===== src/rtl/smb_pkg.sv =====
package smb_pkg;
    localparam int ADDR_W      = 2;
    localparam int WORD_W      = 32;
    localparam int CFG_EN      = 0;
    localparam int CFG_WIDE    = 1;
    localparam int CFG_SID_LO  = 3;
    localparam int CFG_SID_HI  = 9;
    localparam int CFG_DIV_LO  = 10;
    localparam int CFG_DIV_HI  = 18;
    localparam int CFG_MASKACK = 22;
    localparam int CFG_COMPAT  = 23;
    localparam int CMD_RD      = 24;
    localparam int CMD_WPEND   = 25;
    localparam int CMD_RVAL    = 26;
    localparam int CMD_ERR     = 27;
    localparam int DIV_W       = CFG_DIV_HI - CFG_DIV_LO + 1;
    localparam int SID_W       = CFG_SID_HI - CFG_SID_LO + 1;

    localparam logic [ADDR_W-1:0] REG_CFG = 2'd0;
    localparam logic [ADDR_W-1:0] REG_CMD = 2'd1;
    localparam logic [ADDR_W-1:0] REG_IST = 2'd2;
    localparam logic [ADDR_W-1:0] REG_IEN = 2'd3;

    typedef enum logic [1:0] {
        ST_IDLE  = 2'd0,
        ST_START = 2'd1,
        ST_BITS  = 2'd2,
        ST_STOP  = 2'd3
    } bus_st_e;
endpackage


===== src/rtl/smb_tick_gen.sv =====
module smb_tick_gen #(
    parameter int DIV_W = 9
) (
    input  logic             clk,
    input  logic             rst_n,
    input  logic             run,
    input  logic [DIV_W-1:0] div,
    output logic             tick
);
    logic [DIV_W-1:0] cnt_d, cnt_q;

    always_comb begin
        tick  = run && (cnt_q == div);
        cnt_d = (!run || tick) ? '0 : cnt_q + 1'b1;
    end

    always_ff @(posedge clk) begin
        if (!rst_n) cnt_q <= '0;
        else        cnt_q <= cnt_d;
    end
endmodule


===== src/rtl/smb_seq.sv =====
module smb_seq
    import smb_pkg::*;
#(
    parameter int SID_W = 7
) (
    input  logic             clk,
    input  logic             rst_n,
    input  logic             tick,
    input  logic             go,
    input  logic             go_rd,
    input  logic [SID_W-1:0] go_sid,
    input  logic [7:0]       go_reg,
    input  logic [7:0]       go_data,
    input  logic             go_mask,
    input  logic             sda_in,
    output logic             busy,
    output logic             in_bits,
    output logic             scl_o,
    output logic             sda_low_o,
    output logic             done_o,
    output logic             err_o,
    output logic [7:0]       rx_o
);
    localparam logic [3:0] ACK_SLOT = 4'd8;

    typedef struct packed {
        bus_st_e          st;
        logic [1:0]       ph;
        logic [3:0]       bitn;
        logic [1:0]       seg;
        logic [7:0]       sh;
        logic [7:0]       rx;
        logic             err;
        logic             rd;
        logic             mask;
        logic [SID_W-1:0] sid;
        logic [7:0]       rg;
        logic [7:0]       dat;
        logic             scl;
        logic             sdl;
        logic             done;
    } seq_t;

    seq_t seq_d, seq_q;
    logic rcv;

    // byte sent in each segment: 0 addr+W, 1 register, 2 data or addr+R
    function automatic logic [7:0] seg_byte(input seq_t s, input logic [1:0] sg);
        case (sg)
            2'd0:    seg_byte = {s.sid, 1'b0};
            2'd1:    seg_byte = s.rg;
            2'd2:    seg_byte = s.rd ? {s.sid, 1'b1} : s.dat;
            default: seg_byte = 8'h00;
        endcase
    endfunction

    always_comb begin
        seq_d      = seq_q;
        seq_d.done = 1'b0;
        rcv        = seq_q.rd && (seq_q.seg == 2'd3);
        case (seq_q.st)
            ST_IDLE: if (go) begin
                seq_d.st   = ST_START;
                seq_d.ph   = 2'd0;
                seq_d.seg  = 2'd0;
                seq_d.err  = 1'b0;
                seq_d.rd   = go_rd;
                seq_d.mask = go_mask;
                seq_d.sid  = go_sid;
                seq_d.rg   = go_reg;
                seq_d.dat  = go_data;
                seq_d.scl  = 1'b0;
                seq_d.sdl  = 1'b0;
            end
            ST_START: if (tick) begin
                case (seq_q.ph)
                    2'd0: begin seq_d.ph = 2'd1; seq_d.scl = 1'b1; end
                    2'd1: begin seq_d.ph = 2'd2; seq_d.sdl = 1'b1; end
                    default: begin
                        seq_d.st   = ST_BITS;
                        seq_d.ph   = 2'd0;
                        seq_d.bitn = 4'd0;
                        seq_d.scl  = 1'b0;
                        seq_d.sh   = seg_byte(seq_q, seq_q.seg);
                        seq_d.sdl  = ~seq_d.sh[7];
                    end
                endcase
            end
            ST_BITS: if (tick) begin
                if (seq_q.ph == 2'd0) begin
                    seq_d.ph  = 2'd1;
                    seq_d.scl = 1'b1;
                end else begin
                    seq_d.ph  = 2'd0;
                    seq_d.scl = 1'b0;
                    if (seq_q.bitn == ACK_SLOT) begin
                        seq_d.bitn = 4'd0;
                        seq_d.sdl  = 1'b0;
                        if (!rcv && sda_in && !seq_q.mask) begin
                            seq_d.err = 1'b1;
                            seq_d.st  = ST_STOP;
                            seq_d.sdl = 1'b1;
                        end else if (rcv || (!seq_q.rd && seq_q.seg == 2'd2)) begin
                            seq_d.st  = ST_STOP;
                            seq_d.sdl = 1'b1;
                        end else if (seq_q.rd && seq_q.seg == 2'd1) begin
                            seq_d.st  = ST_START;
                            seq_d.seg = 2'd2;
                        end else begin
                            seq_d.seg = seq_q.seg + 2'd1;
                            seq_d.sh  = seg_byte(seq_q, seq_q.seg + 2'd1);
                            seq_d.sdl = (seq_q.rd && seq_q.seg == 2'd2) ? 1'b0 : ~seq_d.sh[7];
                        end
                    end else begin
                        seq_d.bitn = seq_q.bitn + 4'd1;
                        if (rcv) seq_d.rx = {seq_q.rx[6:0], sda_in};
                        seq_d.sh  = {seq_q.sh[6:0], 1'b0};
                        seq_d.sdl = (rcv || seq_q.bitn == 4'd7) ? 1'b0 : ~seq_d.sh[7];
                    end
                end
            end
            ST_STOP: if (tick) begin
                case (seq_q.ph)
                    2'd0: begin seq_d.ph = 2'd1; seq_d.scl = 1'b1; end
                    2'd1: begin seq_d.ph = 2'd2; seq_d.sdl = 1'b0; end
                    default: begin
                        seq_d.st   = ST_IDLE;
                        seq_d.ph   = 2'd0;
                        seq_d.done = 1'b1;
                    end
                endcase
            end
            default: seq_d.st = ST_IDLE;
        endcase
    end

    always_ff @(posedge clk) begin
        if (!rst_n) begin
            seq_q     <= '0;
            seq_q.scl <= 1'b1;
        end else begin
            seq_q <= seq_d;
        end
    end

    assign busy      = (seq_q.st != ST_IDLE);
    assign in_bits   = (seq_q.st == ST_BITS);
    assign scl_o     = seq_q.scl;
    assign sda_low_o = seq_q.sdl;
    assign done_o    = seq_q.done;
    assign err_o     = seq_q.err;
    assign rx_o      = seq_q.rx;
endmodule


===== src/rtl/smb_byte_master.sv =====
module smb_byte_master
    import smb_pkg::*;
#(
    parameter logic [DIV_W-1:0] DIV_RST = '1
) (
    input  logic              clk,
    input  logic              rst_n,
    input  logic              bus_wr,
    input  logic [ADDR_W-1:0] bus_addr,
    input  logic [WORD_W-1:0] bus_wdata,
    output logic [WORD_W-1:0] bus_rdata,
    output logic              scl_o,
    output logic              sda_low_o,
    input  logic              sda_in,
    output logic              irq_o
);
    typedef struct packed {
        logic             en;
        logic             wide;
        logic [SID_W-1:0] sid;
        logic [DIV_W-1:0] div;
        logic             mask;
        logic             compat;
        logic [15:0]      data;
        logic [7:0]       raddr;
        logic             rd;
        logic             wpend;
        logic             rval;
        logic             err;
        logic             irq;
        logic             irqen;
    } regs_t;

    regs_t      r_d, r_q;
    logic       go, tick, seq_busy, seq_bits, seq_done, seq_err;
    logic [7:0] seq_rx;

    smb_tick_gen #(.DIV_W(DIV_W)) u_tick (
        .clk  (clk),
        .rst_n(rst_n),
        .run  (seq_busy),
        .div  (r_q.div),
        .tick (tick)
    );

    smb_seq #(.SID_W(SID_W)) u_seq (
        .clk      (clk),
        .rst_n    (rst_n),
        .tick     (tick),
        .go       (go),
        .go_rd    (bus_wdata[CMD_RD]),
        .go_sid   (r_q.sid),
        .go_reg   (bus_wdata[23:16]),
        .go_data  (bus_wdata[7:0]),
        .go_mask  (r_q.mask),
        .sda_in   (sda_in),
        .busy     (seq_busy),
        .in_bits  (seq_bits),
        .scl_o    (scl_o),
        .sda_low_o(sda_low_o),
        .done_o   (seq_done),
        .err_o    (seq_err),
        .rx_o     (seq_rx)
    );

    always_comb begin
        r_d = r_q;
        go  = 1'b0;
        if (bus_wr) begin
            case (bus_addr)
                REG_CFG: begin
                    r_d.en     = bus_wdata[CFG_EN];
                    r_d.wide   = bus_wdata[CFG_WIDE];
                    r_d.sid    = bus_wdata[CFG_SID_HI:CFG_SID_LO];
                    r_d.div    = bus_wdata[CFG_DIV_HI:CFG_DIV_LO];
                    r_d.mask   = bus_wdata[CFG_MASKACK];
                    r_d.compat = bus_wdata[CFG_COMPAT];
                end
                REG_CMD: if (r_q.en && !seq_busy && !seq_done) begin
                    go        = 1'b1;
                    r_d.data  = bus_wdata[15:0];
                    r_d.raddr = bus_wdata[23:16];
                    r_d.rd    = bus_wdata[CMD_RD];
                    r_d.wpend = !bus_wdata[CMD_RD];
                    r_d.rval  = 1'b0;
                    r_d.err   = 1'b0;
                end
                REG_IST: if (bus_wdata[0]) r_d.irq = 1'b0;
                default: r_d.irqen = bus_wdata[0];
            endcase
        end
        if (seq_done) begin
            r_d.wpend = 1'b0;
            r_d.err   = seq_err;
            r_d.irq   = 1'b1;
            if (r_q.rd && !seq_err) begin
                r_d.rval = 1'b1;
                r_d.data = {8'h00, seq_rx};
            end
        end
    end

    always_ff @(posedge clk) begin
        if (!rst_n) begin
            r_q     <= '0;
            r_q.div <= DIV_RST;
        end else begin
            r_q <= r_d;
        end
    end

    always_comb begin
        bus_rdata = '0;
        case (bus_addr)
            REG_CFG: begin
                bus_rdata[CFG_EN]                = r_q.en;
                bus_rdata[CFG_WIDE]              = r_q.wide;
                bus_rdata[CFG_SID_HI:CFG_SID_LO] = r_q.sid;
                bus_rdata[CFG_DIV_HI:CFG_DIV_LO] = r_q.div;
                bus_rdata[CFG_MASKACK]           = r_q.mask;
                bus_rdata[CFG_COMPAT]            = r_q.compat;
            end
            REG_CMD: begin
                bus_rdata[15:0]      = r_q.data;
                bus_rdata[23:16]     = r_q.raddr;
                bus_rdata[CMD_RD]    = r_q.rd;
                bus_rdata[CMD_WPEND] = r_q.wpend;
                bus_rdata[CMD_RVAL]  = r_q.rval;
                bus_rdata[CMD_ERR]   = r_q.err;
            end
            REG_IST: bus_rdata[0] = r_q.irq;
            default: bus_rdata[0] = r_q.irqen;
        endcase
    end

    assign irq_o = r_q.irq & r_q.irqen;
endmodule


===== config.mk =====
export PLATFORM = sky130hd
export DESIGN_NAME = smb_byte_master
export DESIGN_NICKNAME = d
export VERILOG_FILES = /design/src/rtl/smb_pkg.sv /design/src/rtl/smb_tick_gen.sv /design/src/rtl/smb_seq.sv /design/src/rtl/smb_byte_master.sv
export SDC_FILE = /design/constraint.sdc
export NUM_CORES = 1
export LEC_CHECK = 0
export BUFFER_PORTS_ARGS = -buffer_cell sky130_fd_sc_hd__clkbuf_2
export CAP_MARGIN = 30
export CORE_UTILIZATION = 35
export CTS_CLUSTER_SIZE = 8
export DETAILED_ROUTE_END_ITERATION = 10
export PLACE_DENSITY = 0.66
export RECOVER_POWER = 25
export SLEW_MARGIN = 20
export SYNTH_ARGS = -nofsm -noshare
export SYNTH_HDL_FRONTEND = slang
export SYNTH_HIERARCHICAL = 1
export SYNTH_SLANG_ARGS = --single-unit
export TNS_END_PERCENT = 5

===== constraint.sdc =====
create_clock -name clk -period 2.3 [get_ports clk]
set_input_delay 0.345 -clock clk [delete_from_list [all_inputs] [get_ports clk]]
set_output_delay 0.345 -clock clk [all_outputs]
set_load 0.05 [all_outputs]

==> results by group, run 1 <==
Timing
  • Count of final hold-check violations: 0
  • TNS Setup: 0 ps
  • Fmax: 446 MHz
  • Tmin final: roughly 2200 ps
  • Slew Limit Fails: 0
  • Fin crit share: a little over nine tenths
  • Worst Skew: about 7.6 ps
  • Worst Tran Pin Value: around 630 ps
  • RSZ-0062 raised after global routing: true
  • Slew headroom: about three fifths
  • Final setup viols: 0

Critical path
  • CP arrival: about 2600 ps
  • Startpoint types: flip-flop
  • Crit Path Class: flip-flop to flip-flop
  • Setup crit end kind: flip-flop
  • Critical Path RT: about 2600 ps
  • Worst reg-to-reg setup slack: 60 ps
  • CP max FO: 8

Global routing
  • Total track usage: between 10% and 20%
  • Pin count of the biggest net entering global routing: 67
  • Initial antenna violation count: 0
  • Overflow after GRT: 0
  • Vias in the first global route: 5,080
  • First-pass GRT wire length: approximately 26,000 um

Route
  • Mean routed wirelength per cell: around 16 um
  • First-pass DRT Iterations: 5
  • Iter 0 DRT Violations: 454
  • Detailed Route WL: 15,800 um
  • Via density: around 5.2
  • Final ANT Viol Nets: 0
  • Drt drc: 0
  • Via count: between 5,000 and 6,000

Floorplanning
  • Chip Width: roughly 130 um
  • Area of the die: 17,500 um^2
  • Initial core utilization: between 30 and 40%
  • Core box area: between 15,000 and 20,000 um^2
  • FP Rows: 47
  • Die H: between 100 and 150 um
  • IO Pins: 73

Pwr
  • Leak pwr: 2.71 nW
  • Combinational power share: 18.4%
  • Clk pwr share: 44.3%
  • Int Power: around 4.1 mW
  • Switching share of power: between 20% and 30%
  • Pwr Density: 789 nW/um^2
  • Net Sw Power: about 1.6 mW
  • Portion of total power attributed to sequential cells: between 30% and 40%
  • VDD IR max: 437 uV

Clock tree
  • Clock buffer depth: 2
  • CTS tree: done
  • Clk_lat worst skew: around 410 ps
  • Clk pin slew, worst setup/hold paths: 50 ps
  • CTS buffer count: 17
  • CTS root buf: clkbuf_16
  • CTS Sinks: between 100 and 150
  • H-tree depth: 4

Yosys
  • Commonest register cell after synthesis: dfxtp_1
  • Yosys reg bits: between 100 and 150
  • Synth Cell Area: slightly below 6000 um^2
  • Synth warn: 6
  • Number of synthesized flops with an enable pin: 0
  • Netlist cell types: 69
  • Average cell area after synthesis: 8.24 um^2
  • Register area share after synthesis: 38.1%
  • Mapped Cells: 720
  • FFs w/ async S/R, synth: 0%

Status
  • Status: finished, final reports clean

Layout
  • Layout cells sized above 1: between 20 and 25%
  • Fin util: between 40% and 50%
  • Final nets: 840
  • Fillers: approximately 1,700
  • Synthesis-to-layout area growth: 22.7%
  • Inserted Diodes: 0

Place
  • DP Wirelength: between 10,000 and 15,000 um
  • Routability Congestion: about 0.83
  • I/O Buffers: 61

Hold path
  • HP Class: input pin to flip-flop

Run
  • MaxCap Viol Count: 0
[critical path, cell delays in order (launching register included)]
cell	delay (ps)
dfxtp_2	340
xnor2_2	170
nand3_2	120
nor4_4	320
and2_4	260
inv_2	70
o22ai_4	190
nand2_2	110
or4_1	470
a21oi_1	120
[cell usage in the layout, fill, tap and decap left out, types with 9 or more instances in the layout]
cell type,synthesis,layout
clkbuf_2,1,54
mux2i_1,37,37
buf_4,15,38
clkbuf_16,0,17
clkbuf_1,20,9
dfxtp_1,113,104
a21oi_1,52,52
a21boi_1,21,20
o211ai_1,11,11
and2_1,12,11
dfxtp_2,0,9
nand2_1,119,119
xnor2_1,11,9
inv_1,14,14
ha_1,15,14
o2111ai_1,11,10
o21ai_0,38,38
nor3_1,11,11
nor2b_1,15,14
a22oi_1,13,13
nand3_1,45,43
nor2_1,36,36
[sequential cells by signal (all words and copies together) (netlist names)]
name             count
u_seq/sda_low_o      1
u_tick/cnt_q         9
u_seq/err_o          1
u_seq/seq_q         42
u_seq/rx_o           8
r_q                 50
u_seq/done_o         1
u_seq/scl_o          1
[cell usage after synthesis (2+ instances only)]
cell	count	area share (%)
a21boi_0	6	0.76
a21boi_1	21	2.7
a21oi_1	52	4.4
a22oi_1	13	1.6
a31oi_1	2	0.21
a32oi_1	2	0.30
a41oi_1	2	0.30
and2_1	12	1.3
and3_1	3	0.32
buf_1	2	0.13
buf_2	20	1.7
buf_4	15	1.9
buf_6	4	0.76
clkbuf_1	20	1.3
dfxtp_1	113	38
ha_1	15	3.2
inv_1	14	0.89
inv_2	3	0.19
mux2i_1	37	6.2
nand2_1	119	7.5
nand2_2	2	0.21
nand2b_1	4	0.42
nand3_1	45	3.8
nand3b_1	2	0.25
nand4_1	3	0.32
nand4b_1	2	0.30
nor2_1	36	2.3
nor2b_1	15	1.6
nor3_1	11	0.93
nor3b_1	3	0.38
o2111ai_1	11	1.6
o211ai_1	11	1.4
o21ai_0	38	3.2
o21ai_1	4	0.34
o2bb2ai_1	5	0.74
o31ai_1	5	0.63
or2_1	2	0.21
or4_1	2	0.25
xnor2_1	11	1.6
xor2_1	4	0.59
[cell families (layout without fill, tap and decap cells)]
| kind of cell | after synthesis | count (layout) | synth area share [%] |
|---|---|---|---|
| adder cells (fa/ha/maj) | 15 | 15 | 3.16 |
| AND/OR/NAND/NOR | 271 | 271 | 21.9 |
| flip-flops | 113 | 113 | 38.1 |
| XOR/XNOR | 16 | 16 | 2.49 |
| AO/OA/AOI/OAI | 187 | 187 | 20.7 |
| buffers and inverters | 79 | 155 | 6.89 |
| multiplexers | 38 | 38 | 6.62 |
| other | 1 | 4 | 0.0632 |
[final timing paths]
kind / from / to / cells after the start
worst min register to register: r_q[48]$_SDFFE_PN0P_ / r_q[48]$_SDFFE_PN0P_ / 2
worst max register to register: r_q[39]$_SDFFE_PN1P_ / u_seq/seq_q[49]$_SDFFE_PN0P_ / 9
worst max-delay path: r_q[39]$_SDFFE_PN1P_ / u_seq/seq_q[49]$_SDFFE_PN0P_ / 9
worst min-delay path: bus_wdata[11] / r_q[33]$_SDFFE_PN1P_ / 3
[per-layer routing]
layer,global-route usage [%],routed length (um),vias up
li1,-,-,2657
met1,25.8,7570,2500
met2,29.3,7290,153
met3,4.46,770,15
met4,5.87,200,0
met5,0,0,-
[layout make-up]
cell class	instances	area, um^2	share of cell area [%]
Tap cell	220	275	3.78
Inverter	17	63.8	0.877
Clock inverter	10	111	1.53
Multi-Input combinational cell	531	3350	46.1
Clock buffer	21	460	6.33
Timing Repair Buffer	107	742	10.2
Sequential cell	113	2270	31.2
[stage by stage]
step	hold slack, ps	cell area, um^2	worst slack (ps)	cells	power [mW]
final	171	7280	56.7	1019	5.74
after global routing	159	7280	-134	1019	6.00
after floorplan	434	5950	-35.0	723	2.84
after global placement	445	6640	-55.0	986	3.17
after CTS	151	7230	-9.40	1017	5.75
after detailed placement	447	6640	-80.8	986	3.17
[power groups by stage]
stage / Clock (mW) / Combinational [mW] / Sequential [mW]
finish: 2.55 / 1.06 / 2.14
global route: 2.68 / 1.17 / 2.15
CTS: 2.59 / 1.02 / 2.14
detailed placement: 0 / 0.994 / 2.18
global placement: 0 / 0.991 / 2.18
floorplan: 0 / 0.643 / 2.20
[repair_timing]
item                       CTS  global route
setup buffers                0             2
setup endpoints to repair   18            24
hold endpoints to repair     0             0
pin swaps                    4            11
gates resized for setup      4            16
hold buffers                 0             0
Note: power is estimated with default switching activity, not from simulation.
==> run 2, diff against run 1 <==
Settings changed: ABC_AREA set to 1.
==> results by group, run 2 <==
Timing
  • Fmax: 472 MHz (was 446 MHz)
  • RSZ-0062 raised after global routing: false (was true)
  • Hold Slack: 142 ps (was 171 ps)
  • Slew headroom: 35.5% (was 58.1%)
  • Worst Skew: 7.25 ps (was 7.57 ps)
  • Tmin final: 2120 ps (was 2240 ps)
  • Count of final hold-check violations: 0 (unchanged)
  • Slew Limit Fails: 0 (unchanged)
  • Fin crit share: 92.1% (was 97.5%)
  • Worst Tran Pin Value: 967 ps (was 629 ps)
  • TNS Setup: 0 ps (unchanged)
  • Final setup viols: 0 (unchanged)

Clock tree
  • H-tree depth: 4 (unchanged)
  • CTS Sinks: 113 (unchanged)
  • Resized cells post-CTS: 0 (was 4)
  • Post-CTS setup buffer count: 0 (unchanged)
  • # hold bufs at CTS: 0 (unchanged)
  • CTS root buf: clkbuf_16 (unchanged)
  • CTS buffer count: 17 (unchanged)
  • Clk pin slew, worst setup/hold paths: 60 ps (was 50 ps)
  • Clk_lat worst skew: 420 ps (was 410 ps)
  • Clock buffer depth: 2 (unchanged)
  • CTS tree: done (unchanged)

Hold path
  • Min-delay src: bus_wdata[15] (was bus_wdata[11])
  • Hold path depth: 3 (unchanged)
  • HP Class: input pin to flip-flop (unchanged)

Layout
  • Largest register FFs: 50 (unchanged)
  • Commonest non-fill, non-tap cell in the layout: nand2_1 (unchanged)
  • Largest Register: r_q (unchanged)
  • Inserted Diodes: 0 (unchanged)
  • Layout cells sized above 1: 15.6% (was 20.5%)
  • Fillers: 1,668 (was 1,672)
  • Final nets: 951 (was 840)
  • Synthesis-to-layout area growth: 21.7% (was 22.7%)
  • Fin util: 44.2% (was 43.9%)
  • Commonest cells after routing, fill and taps aside: nand2_1, nor2_1, dfxtp_1 (was nand2_1, dfxtp_1, clkbuf_2)
  • Finished Layout Cells: 1,127 (was 1,019)
  • Seq. cell area: 2260 um^2 (was 2270 um^2)
  • Area of the multi-input gates: 2920 um^2 (was 3350 um^2)
  • Biggest regs: r_q: 50 flops, u_seq/seq_q: 42 flops, u_tick/cnt_q: 9 flops (unchanged)

Yosys
  • Most common library cells after synthesis: nand2_1, nor2_1, dfxtp_1 (was nand2_1, dfxtp_1, a21oi_1)
  • Number of synthesized flops with an enable pin: 0 (unchanged)
  • Top-area cell type share of the netlist area: 38.7% (was 38.1%)
  • Commonest register cell after synthesis: dfxtp_1 (unchanged)
  • Mapped Cells: 835 (was 720)
  • Synth warn: 6 (unchanged)
  • Synth area leaders: dfxtp_1, nand2_1, nor2_1 (was dfxtp_1, nand2_1, mux2i_1)
  • Register area share after synthesis: 38.7% (was 38.1%)
  • Average cell area after synthesis: 7.01 um^2 (was 8.24 um^2)
  • Yosys reg bits: 113 (unchanged)
  • Netlist cell types: 48 (was 69)
  • FFs w/ async S/R, synth: 0% (unchanged)
  • Top cell type by total area after synthesis: dfxtp_1 (unchanged)
  • Synth Cell Area: 5850 um^2 (was 5930 um^2)
  • Most common cell in the netlist: nand2_1 (unchanged)

Place
  • DP Wirelength: 11,000 um (about the same)
  • Routability Congestion: 0.870 (was 0.832)
  • I/O Buffers: 61 (unchanged)
  • Inst Count DP: 1,095 (was 986)

Pwr
  • Net Sw Power: 1.69 mW (was 1.61 mW)
  • Pwr Density: 812 nW/um^2 (was 789 nW/um^2)
  • Leak pwr: 2.92 nW (was 2.71 nW)
  • VDD IR max: 761 uV (was 437 uV)
  • Combinational power share: 16.7% (was 18.4%)
  • Power, Total: 5.78 mW (was 5.74 mW)
  • Clk pwr share: 46.3% (was 44.3%)
  • Switching share of power: 29.2% (was 28.0%)
  • Portion of total power attributed to sequential cells: 37.0% (was 37.2%)
  • Int Power: 4.09 mW (was 4.13 mW)

Global routing
  • Vias in the first global route: 5,157 (was 5,080)
  • Initial antenna violation count: 0 (unchanged)
  • Total track usage: 18.5% (was 18.9%)
  • First-pass GRT wire length: 25,400 um (was 26,300 um)
  • Overflow after GRT: 0 (unchanged)
  • Pin count of the biggest net entering global routing: 44 (was 67)

Critical path
  • Crit Path Class: flip-flop to flip-flop (unchanged)
  • CP arrival: 2400 ps (was 2580 ps)
  • Worst R2R Path Depth: 13 (was 9)
  • Crit path from: u_seq/seq_q[54]$_SDFFE_PN0P_ (was r_q[39]$_SDFFE_PN1P_)
  • Critical Path RT: 2580 ps (was 2640 ps)
  • Setup crit end kind: flip-flop (unchanged)
  • CP max FO: 9 (was 8)
  • Startpoint types: flip-flop (unchanged)
  • FF-to-FF Start: u_seq/seq_q[54]$_SDFFE_PN0P_ (was r_q[39]$_SDFFE_PN1P_)

Route
  • Via count: 5,440 (was 5,325)
  • Final ANT Viol Nets: 0 (unchanged)
  • Mean routed wirelength per cell: 13.6 um (was 15.5 um)
  • Iter 0 DRT Violations: 441 (was 454)
  • Drt drc: 0 (unchanged)
  • Detailed Route WL: 15,300 um (was 15,800 um)
  • Via density: 4.83 (was 5.23)
  • First-pass DRT Iterations: 5 (unchanged)

Status
  • Status: finished, final reports clean (unchanged)

Floorplanning
  • Core box area: 16,100 um^2 (was 16,600 um^2)
  • Die H: 131 um (was 132 um)
  • IO Pins: 73 (unchanged)
  • Initial core utilization: 36.3% (was 35.8%)
  • Chip Width: 131 um (was 132 um)
  • FP Rows: 46 (was 47)
  • Area of the die: 17,200 um^2 (was 17,500 um^2)

Run
  • MaxCap Viol Count: 0 (unchanged)
==> run 2: final timing paths <==
path | endpoint | slack (ps)
max | u_seq/rx_o[4]$_SDFFE_PN0P_ | 180
min | r_q[37]$_SDFFE_PN1P_ | 140
max reg2reg | u_seq/rx_o[4]$_SDFFE_PN0P_ | 180
min reg2reg | r_q[22]$_SDFF_PN0_ | 440
==> run 2: critical path, stage by stage, from the launching register on <==
cell     delay (ps)
dfxtp_1         370
inv_1           100
ha_1            210
inv_1           150
inv_1            60
nor2_1           90
buf_4           160
nand2_2          80
nor2_4          180
nand2_2          80
inv_4           110
nand2_1         180
nand2_1         110
a21oi_1          60
==> run 2: area by class of cell <==
cell class              instances  area share, %
multi-input cells             572           41.0
flip-flops and latches        113           31.8
repair buffers                 83           8.91
clock buffers                  21           6.75
inverters                     111           5.96
well taps                     216           3.80
clock inverters                11           1.81
==> run 2: logic make-up (layout without fill, tap and decap cells) <==
| family | after synthesis | after routing | share of synthesized area [%] |
|---|---|---|---|
| other | 1 | 4 | 0.0641 |
| AND/OR/NAND/NOR | 345 | 345 | 25.9 |
| buffers and inverters | 153 | 226 | 11.5 |
| AO/OA/AOI/OAI | 195 | 195 | 18.7 |
| XOR/XNOR | 13 | 13 | 1.95 |
| flip-flops | 113 | 113 | 38.7 |
| adder cells (fa/ha/maj) | 15 | 15 | 3.21 |
==> run 2: metal layers <==
metal / vias up / share of wire [%] / track usage [%]
li1: 2807 / - / -
met1: 2472 / 47 / 23.2
met2: 142 / 47 / 30.7
met3: 19 / 5.2 / 5.59
met4: 0 / 1.3 / 5.04
met5: - / 0 / 0
==> run 2: stage by stage <==
stage               cell area, um^2  setup slack [ps]
floorplan                      5860               169
global placement               6530               220
detailed placement             6530               211
CTS                            7140               193
global route                   7120              8.12
finish                         7120               181
==> run 2: power groups by stage <==
stage / clock network (mW) / logic, mW / registers [mW]
after CTS: 2.72 / 0.964 / 2.14
final: 2.68 / 0.963 / 2.14
after detailed placement: 0 / 0.951 / 2.18
after global placement: 0 / 0.942 / 2.18
after floorplan: 0 / 0.685 / 2.18
after global routing: 2.83 / 1.07 / 2.15
==> run 3, diff against run 2 <==
Settings changed: GPL_TIMING_DRIVEN set to 0.
==> results by group, run 3 (synthesis gave the netlist of run 2 again) <==
Floorplanning
  • FP Rows: 46 (unchanged)
  • IO Pins: 73 (unchanged)
  • Core box area: 16,100 um^2 (unchanged)
  • Initial core utilization: 36.3% (unchanged)
  • Die H: 131 um (unchanged)
  • Area of the die: 17,200 um^2 (unchanged)
  • Chip Width: 131 um (unchanged)

Layout
  • Biggest regs: r_q: 50 flops, u_seq/seq_q: 42 flops, u_tick/cnt_q: 9 flops (unchanged)
  • Layout cells sized above 1: 17.3% (was 15.6%)
  • Commonest non-fill, non-tap cell in the layout: nand2_1 (unchanged)
  • Seq. cell area: 2270 um^2 (was 2260 um^2)
  • Largest register FFs: 50 (unchanged)
  • Fin util: 44.3% (was 44.2%)
  • Area of the multi-input gates: 2950 um^2 (was 2920 um^2)
  • Inserted Diodes: 0 (unchanged)
  • Final Cell Area: 7140 um^2 (was 7120 um^2)
  • Final nets: 977 (was 951)
  • Commonest cells after routing, fill and taps aside: nand2_1, nor2_1, dfxtp_1 (unchanged)
  • Synthesis-to-layout area growth: 22.1% (was 21.7%)
  • Fillers: 1,670 (was 1,668)
  • Largest Register: r_q (unchanged)

Route
  • Mean routed wirelength per cell: 14.3 um (was 13.6 um)
  • Via count: 5,566 (was 5,440)
  • Final ANT Viol Nets: 0 (unchanged)
  • Via density: 4.83 (about the same)
  • First-pass DRT Iterations: 5 (unchanged)
  • Iter 0 DRT Violations: 442 (was 441)
  • Detailed Route WL: 16,500 um (was 15,300 um)
  • Drt drc: 0 (unchanged)

Critical path
  • Critical Path RT: 1960 ps (was 2580 ps)
  • R2R Path End: u_seq/rx_o[4]$_SDFFE_PN0P_ (unchanged)
  • CP arrival: 1810 ps (was 2400 ps)
  • Crit Path Class: input pin to output pin (was flip-flop to flip-flop)
  • FF-to-FF Start: u_tick/cnt_q[1]$_SDFF_PP0_ (was u_seq/seq_q[54]$_SDFFE_PN0P_)
  • Startpoint types: input pin (was flip-flop)
  • Slowest cell on the critical path: clkbuf_1 (was dfxtp_1)
  • Critical Path Most Common Cell: clkbuf_2 (was inv_1)
  • CP max FO: 10 (was 9)
  • CP cell instances: clkbuf_2 > inv_1 > nand2_1 > clkbuf_1 > o21ai_0 > clkbuf_2 (was inv_1 > ha_1 > inv_1 > inv_1 > nor2_1 > buf_4 > nand2_2 > nor2_4 > nand2_2 > inv_4 > nand2_1 > nand2_1 > a21oi_1)
  • Largest stage delay, worst path: 570 ps (was 370 ps)
  • Worst R2R Path Depth: 12 (was 13)
  • Setup crit end kind: output pin (was flip-flop)
  • Worst reg-to-reg setup slack: 170 ps (was 180 ps)

Timing
  • Worst Slack Setup Final: 145 ps (was 181 ps)
  • Fin crit share: 93.7% (was 92.1%)
  • Tmin final: 2150 ps (was 2120 ps)
  • Final setup viols: 0 (unchanged)
  • Slew headroom: 52.5% (was 35.5%)
  • TNS Setup: 0 ps (unchanged)
  • Worst Tran Pin Value: 713 ps (was 967 ps)
  • Worst Skew: 7.21 ps (was 7.25 ps)
  • Slew Limit Fails: 0 (unchanged)
  • Fmax: 464 MHz (was 472 MHz)
  • Count of final hold-check violations: 0 (unchanged)

Place
  • Pre-CTS worst setup slack: -336 ps (was 211 ps)
  • Routability Congestion: 0.859 (was 0.870)
  • DP Wirelength: 12,200 um (was 11,000 um)
  • I/O Buffers: 61 (unchanged)
  • Placed cell areas: 6440 um^2 (was 6530 um^2)

Pwr
  • Power, Total: 5.91 mW (was 5.78 mW)
  • VDD IR max: 531 uV (was 761 uV)
  • Pwr Density: 828 nW/um^2 (was 812 nW/um^2)
  • Leak pwr: 2.96 nW (was 2.92 nW)

Clock tree
  • CTS root buf: clkbuf_16 (unchanged)
  • Clk_lat worst skew: 420 ps (about the same)
  • Clk pin slew, worst setup/hold paths: 60 ps (about the same)
  • Clock buffer depth: 2 (unchanged)
  • CTS buffer count: 17 (unchanged)
  • CTS tree: done (unchanged)
  • CTS Sinks: 113 (unchanged)
  • H-tree depth: 4 (unchanged)

Status
  • Status: finished, final reports clean (unchanged)

Global routing
  • Vias in the first global route: 5,075 (was 5,157)
  • Initial antenna violation count: 0 (unchanged)
  • Total track usage: 19.0% (was 18.5%)
  • First-pass GRT wire length: 26,000 um (was 25,400 um)
  • Overflow after GRT: 0 (unchanged)
  • Pin count of the biggest net entering global routing: 17 (was 44)

Run
  • MaxCap Viol Count: 0 (unchanged)

Hold path
  • Hold path depth: 3 (unchanged)
  • HP Class: input pin to flip-flop (unchanged)
  • Min-delay src: bus_wdata[11] (was bus_wdata[15])
  • WHS Endpoint: r_q[33]$_SDFFE_PN1P_ (was r_q[37]$_SDFFE_PN1P_)
## run 3: cell type report
| type | count | area share [%] |
|---|---|---|
| Tap cell | 216 | 3.79 |
| Sequential cell | 113 | 31.8 |
| Clock inverter | 12 | 2.56 |
| Clock buffer | 19 | 6.20 |
| Multi-Input combinational cell | 572 | 41.3 |
| Inverter | 111 | 6.05 |
| Buffer | 42 | 3.45 |
| Timing Repair Buffer | 67 | 4.84 |
## run 3: metal layers
layer / track usage, % / vias up / routed length, um
li1: - / 2871 / -
met2: 31.4 / 168 / 7650
met3: 4.28 / 25 / 883
met4: 5.43 / 0 / 299
met1: 24.8 / 2502 / 7650
met5: 0 / - / 0
## run 3: power by group
group          switching [mW]  internal, mW
Combinational           0.651         0.304
Sequential             0.0849          2.07
Clock                   0.964          1.84
## run 3: worst max path at each step
stage                                  from  depth (start not counted)  slack, ps                           end
2_1_floorplan                   bus_addr[1]                          4        170                 bus_rdata[17]
3_3_place_gp   u_seq/seq_q[53]$_SDFFE_PN0P_                         12       -320    u_seq/rx_o[7]$_SDFFE_PN0P_
3_5_place_dp   u_seq/seq_q[53]$_SDFFE_PN0P_                         12       -340    u_seq/rx_o[1]$_SDFFE_PN0P_
4_1_cts        u_seq/seq_q[53]$_SDFFE_PN0P_                         15         30  u_seq/seq_q[54]$_SDFFE_PN0P_
5_1_grt          u_tick/cnt_q[1]$_SDFF_PP0_                         12        -20    u_seq/rx_o[1]$_SDFFE_PN0P_
6_report                        bus_addr[1]                          6        150                 bus_rdata[17]
## run 3: stage by stage
| step | cells | hold slack, ps |
|---|---|---|
| 3_5_place_dp | 1115 | 439 |
| 2_1_floorplan | 838 | 423 |
| 6_report | 1152 | 150 |
| 4_1_cts | 1146 | 137 |
| 3_3_place_gp | 1115 | 432 |
| 5_1_grt | 1152 | 160 |
## run 3: repair_timing
item                                    4_1_cts  5_1_grt
pin swaps                                     0        3
gates cloned                                  0        0
resized for setup                             8       10
setup buffers                                 0        6
hold buffers                                  0        0
endpoints found under the setup margin       46       25
## run 3: worst max-delay path: cells and delay by family
kind	cells	cell delay, ps
compound gates	1	230
simple gates	1	150
buf+inv	4	1070
